`config.mk`:
```
export PLATFORM = sky130hd
export DESIGN_NAME = irq_slot_driver
export DESIGN_NICKNAME = d
export VERILOG_FILES = /design/src/rtl/irq_slot_pkg.sv /design/src/rtl/irq_cfg_unpack.sv /design/src/rtl/irq_group_decode.sv /design/src/rtl/irq_src_lane.sv /design/src/rtl/irq_slot_driver.sv
export SDC_FILE = /design/constraint.sdc
export NUM_CORES = 1
export LEC_CHECK = 0
export ABC_AREA = 1
export BUFFER_PORTS_ARGS = -buffer_cell sky130_fd_sc_hd__clkbuf_2
export CELL_PAD_IN_SITES_DETAIL_PLACEMENT = 0
export CELL_PAD_IN_SITES_GLOBAL_PLACEMENT = 2
export CORE_MARGIN = 3
export CORE_UTILIZATION = 20
export DETAILED_ROUTE_END_ITERATION = 10
export GPL_ROUTABILITY_DRIVEN = 0
export MAX_ROUTING_LAYER = met4
export PLACE_DENSITY_LB_ADDON = 0.1
export SYNTH_ARGS = -nofsm -noshare
export SYNTH_HDL_FRONTEND = slang
export SYNTH_SLANG_ARGS = --single-unit
```
`constraint.sdc`:
```
create_clock -name clk -period 0.8 [get_ports clk]
set_input_delay 0.16 -clock clk [delete_from_list [all_inputs] [get_ports clk]]
set_output_delay 0.16 -clock clk [all_outputs]
set_load 0.01 [all_outputs]
```
`src/rtl/irq_slot_pkg.sv`:
```
package irq_slot_pkg;

  localparam int MAX_CODE_W = 8;

  // Convert a reflected-binary slot code to its plain binary group index.
  function automatic logic [MAX_CODE_W-1:0] gray_to_index(input logic [MAX_CODE_W-1:0] g);
    logic [MAX_CODE_W-1:0] b;
    b[MAX_CODE_W-1] = g[MAX_CODE_W-1];
    for (int i = MAX_CODE_W - 2; i >= 0; i--) begin
      b[i] = b[i+1] ^ g[i];
    end
    return b;
  endfunction

  // Number of request levels per bus slot for a given level and slot width.
  function automatic int levels_per_slot(input int lvl_w, input int slot_w);
    return 1 << (lvl_w - slot_w);
  endfunction

endpackage

```
`src/rtl/irq_cfg_unpack.sv`:
```
module irq_cfg_unpack #(
  parameter int CFG_W   = 16,
  parameter int LVL_W   = 5,
  parameter int NUM_SRC = 2
) (
  input  logic [CFG_W-1:0]                cfg,
  output logic [NUM_SRC-1:0][LVL_W-1:0]   lvl
);
  localparam int USED_W = NUM_SRC * LVL_W;
  localparam int RES_W  = CFG_W - USED_W;

  // Fields are packed from the most significant end, source 0 first.
  for (genvar i = 0; i < NUM_SRC; i++) begin : g_field
    assign lvl[i] = cfg[CFG_W-1-i*LVL_W -: LVL_W];
  end

  // Low bits are reserved and take no part in the request path.
  if (RES_W > 0) begin : g_resv
    logic unused_resv;
    assign unused_resv = ^cfg[RES_W-1:0];
  end
endmodule

```
`src/rtl/irq_group_decode.sv`:
```
module irq_group_decode
  import irq_slot_pkg::*;
#(
  parameter int SLOT_W = 2
) (
  input  logic [SLOT_W-1:0]          slot_sel,
  output logic [(1<<SLOT_W)-1:0]     grp_sel
);
  localparam int NGRP = 1 << SLOT_W;

  logic [MAX_CODE_W-1:0] idx_full;
  logic [SLOT_W-1:0]     grp_idx;

  assign idx_full = gray_to_index(MAX_CODE_W'(slot_sel));
  assign grp_idx  = idx_full[SLOT_W-1:0];

  always_comb begin
    grp_sel = '0;
    for (int g = 0; g < NGRP; g++) begin
      if (grp_idx == SLOT_W'(g)) grp_sel[g] = 1'b1;
    end
  end
endmodule

```
`src/rtl/irq_src_lane.sv`:
```
module irq_src_lane #(
  parameter int LVL_W  = 5,
  parameter int SLOT_W = 2
) (
  input  logic                       pending,
  input  logic [LVL_W-1:0]           lvl,
  input  logic [(1<<SLOT_W)-1:0]     grp_sel,
  output logic [(1<<(LVL_W-SLOT_W))-1:0] hot
);
  localparam int BIT_W = LVL_W - SLOT_W;
  localparam int BUS_W = 1 << BIT_W;

  logic [SLOT_W-1:0] own_grp;
  logic [BIT_W-1:0]  own_bit;
  logic              in_slot;

  assign own_grp = lvl[LVL_W-1 -: SLOT_W];
  assign own_bit = lvl[BIT_W-1:0];
  assign in_slot = pending & grp_sel[own_grp];

  always_comb begin
    hot = '0;
    for (int k = 0; k < BUS_W; k++) begin
      if (in_slot && own_bit == BIT_W'(k)) hot[k] = 1'b1;
    end
  end
endmodule

```
`src/rtl/irq_slot_driver.sv`:
```
module irq_slot_driver
  import irq_slot_pkg::*;
#(
  parameter int CFG_W   = 16,
  parameter int LVL_W   = 5,
  parameter int SLOT_W  = 2,
  parameter int NUM_SRC = 2
) (
  input  logic                               clk,
  input  logic                               rst_n,
  input  logic [SLOT_W-1:0]                  slot_sel,
  input  logic [NUM_SRC-1:0]                 src_flag,
  input  logic [NUM_SRC-1:0]                 src_en,
  input  logic [CFG_W-1:0]                   cfg,
  output logic [(1<<(LVL_W-SLOT_W))-1:0]     irq_bus
);
  localparam int NGRP  = 1 << SLOT_W;
  localparam int BUS_W = 1 << (LVL_W - SLOT_W);

  // Named internal events, visible to the bound checker.
  logic [NUM_SRC-1:0]              pend;
  logic [NGRP-1:0]                 grp_sel;
  logic [NUM_SRC-1:0][LVL_W-1:0]   lvl;
  logic [NUM_SRC-1:0][BUS_W-1:0]   src_hot;
  logic [BUS_W-1:0]                bus_next;

  assign pend = src_flag & src_en;

  irq_cfg_unpack #(.CFG_W(CFG_W), .LVL_W(LVL_W), .NUM_SRC(NUM_SRC)) u_cfg (
    .cfg (cfg),
    .lvl (lvl)
  );

  irq_group_decode #(.SLOT_W(SLOT_W)) u_grp (
    .slot_sel (slot_sel),
    .grp_sel  (grp_sel)
  );

  for (genvar i = 0; i < NUM_SRC; i++) begin : g_lane
    irq_src_lane #(.LVL_W(LVL_W), .SLOT_W(SLOT_W)) u_lane (
      .pending (pend[i]),
      .lvl     (lvl[i]),
      .grp_sel (grp_sel),
      .hot     (src_hot[i])
    );
  end

  // Sources share wires without priority: plain OR.
  always_comb begin
    bus_next = '0;
    for (int i = 0; i < NUM_SRC; i++) begin
      bus_next = bus_next | src_hot[i];
    end
  end

  always_ff @(posedge clk or negedge rst_n) begin
    if (!rst_n) irq_bus <= '0;
    else        irq_bus <= bus_next;
  end
endmodule

```
==> flow_metrics.tcl <==
set metrics [dict create \
    grt_overflow 0 \
    status "complete, but fails checks" \
    ys_seq_elements 8 \
    via_count 586 \
    routed_via_density 4.04 \
    ir_worst_vdd_uv 738 \
    min_period_ps 891 \
    synth_top_cell_area_share_pct 36.6 \
    ys_warn_count 0 \
    clkSinkCount 8 \
    setup_viol 8 \
    syn_area_per_cell_um2 6.43 \
    clk_path_buf_depth 2 \
    cp.arrival_ps 730 \
    ys_types 10 \
    detail-route-antenna-nets 0 \
    die_x_um 58.3 \
    max-slew-margin-rel_pct 85.2 \
    drc 0 \
    wl_per_cell_um 8.90 \
    hold_ws_ps 260 \
    diodes 0 \
    rsz0062_at_grt "true" \
    cp_num_buf_inv 1 \
    multi_input_area_um2 302 \
    ys.flop_type "dfrtp_1" \
    grt_pass1_vias 533 \
    stdcell_area_um2 749 \
    post-place-ws_ps -98.7 \
    path_class "reg2out" \
    min_period_over_period_pct 111 \
    violations "setup timing" \
    slowest_stage "dfrtp_1" \
    cts_buffers 3 \
    p_leak_nw 0.469 \
    hp-class "in2reg" \
    io_pins 32 \
    cts_tree "built" \
    grt_first_pass_wirelength_um 2140 \
    path_max_fanout 1 \
    cp_top_family "flip-flops" \
    setup_ws_ps -91.0 \
    power.density_nw_per_um2 1210 \
    worstPathCellList "clkbuf_2" \
    start_util_pct 21.5 \
    worstPathRequired_ps 640 \
    dp_hpwl_um 1190 \
    dp.cells 141 \
    cts_root_buf "clkbuf_4" \
    core.rowCount 18 \
    die_h_um 58.3 \
    routed_wl_um 1290 \
    core_um2 2540 \
    max_slew.worst_pin.slew_ps 222 \
    synth_common_cells "23 x nand2_1, 18 x nor2_1, 10 x inv_1" \
    layout.cells.non_filler 145 \
    synth_top_area_cell "dfrtp_1" \
    grtUsageTotal_pct 8.35 \
    netlist_instances 85 \
    final-seq-area_um2 200 \
    final_nets 141 \
    synth.most_common_cell "nand2_1" \
    totalNegativeSetupSlack_ps -632 \
    end_kind "output port" \
    final_util_pct 29.4 \
    antenna_found_initial 0 \
    largest_register_ffs 8 \
    drv_slew 0 \
    synth_edf_count 0 \
    portBuffers 25 \
    async_flop_share_pct 100 \
    p_total_mw 0.907 \
    syn_to_final_growth_pct 37.1 \
    grt_max_degree 9 \
    drt_iter0_drc 8 \
    drv_cap 0 \
    cts_htree_levels 1 \
    largest_register "irq_bus" \
    cts_resized 0 \
    synth_area_leaders "dfrtp_1 37%, nand2_1 16%, nor2_1 12%, nand4_1 9.2%, nand3_1 8.2%" \
    synth_area_um2 547 \
    seq_area_frac_synth_pct 36.6 \
    top_regs "irq_bus: 8 flops" \
    n_fill_cell 296 \
    startpoint_type "flop" \
    placed_area_um2 717 \
    first_pass_iters 3 \
    synth_nets 109 \
    hold_viol_final 0 \
    dieArea_um2 3400 \
    fmax_ghz 1.12 \
    max_stage_delay_ps 360 \
    drive_gt1_share_pct 33.0 \
    cts.clk_slew.worst_paths_ps 50 \
]
cells by family after synthesis:
kind of cell | count (synthesis) | share of synthesized area, %
simple gates | 65 | 55.1
flops | 8 | 36.6
buf+inv | 12 | 8.24
layer usage:
metal  wire length, um  global-route usage, %  vias up
met1               629                   10.4      235
met3                68                   1.34        2
li1                  -                      -      334
met5                 0                      -        -
met2               585                   13.1       15
met4                 8                   3.97        0
placed cells by master (no fill, tap or decap):
cell / n
buf_4: 1
clkbuf_2: 25
clkbuf_4: 3
dfrtp_1: 8
dlygate4sd3_1: 1
inv_1: 10
inv_2: 2
nand2_1: 23
nand2_2: 5
nand3_1: 9
nand3_2: 1
nand4_1: 8
nor2_1: 18
nor2_4: 1
timing repair:
item | 4_1_cts | 5_1_grt
buffers inserted | 0 | 0
pin swaps | 0 | 0
endpoints found under the setup margin | 8 | 8
hold endpoints to repair | 8 | 0
hold buffers | 1 | 0
where the power goes:
part / switching (mW) / total, mW / internal [mW]
clock: 0.120 / 0.291 / 0.171
combinational: 0.126 / 0.203 / 0.0768
sequential: 0.00156 / 0.413 / 0.412
worst paths after layout:
path | slack, ps | to | depth (start not counted) | startpoint
min in group asynchronous | 280 | irq_bus[6] | 2 | rst_n
hold / removal | 260 | irq_bus[0] | 4 | cfg[13]
setup / recovery | -90 | irq_bus[4] | 1 | irq_bus[4]
max in group asynchronous | 350 | irq_bus[5] | 2 | rst_n
final cells by class:
cell class	count	share of cell area, %
repair buffers	27	19.0
flip-flops and latches	8	26.7
inverters	12	6.01
multi-input cells	65	40.2
clock buffers	3	3.01
well taps	30	5.01
Note: power is estimated with default switching activity, not from simulation.
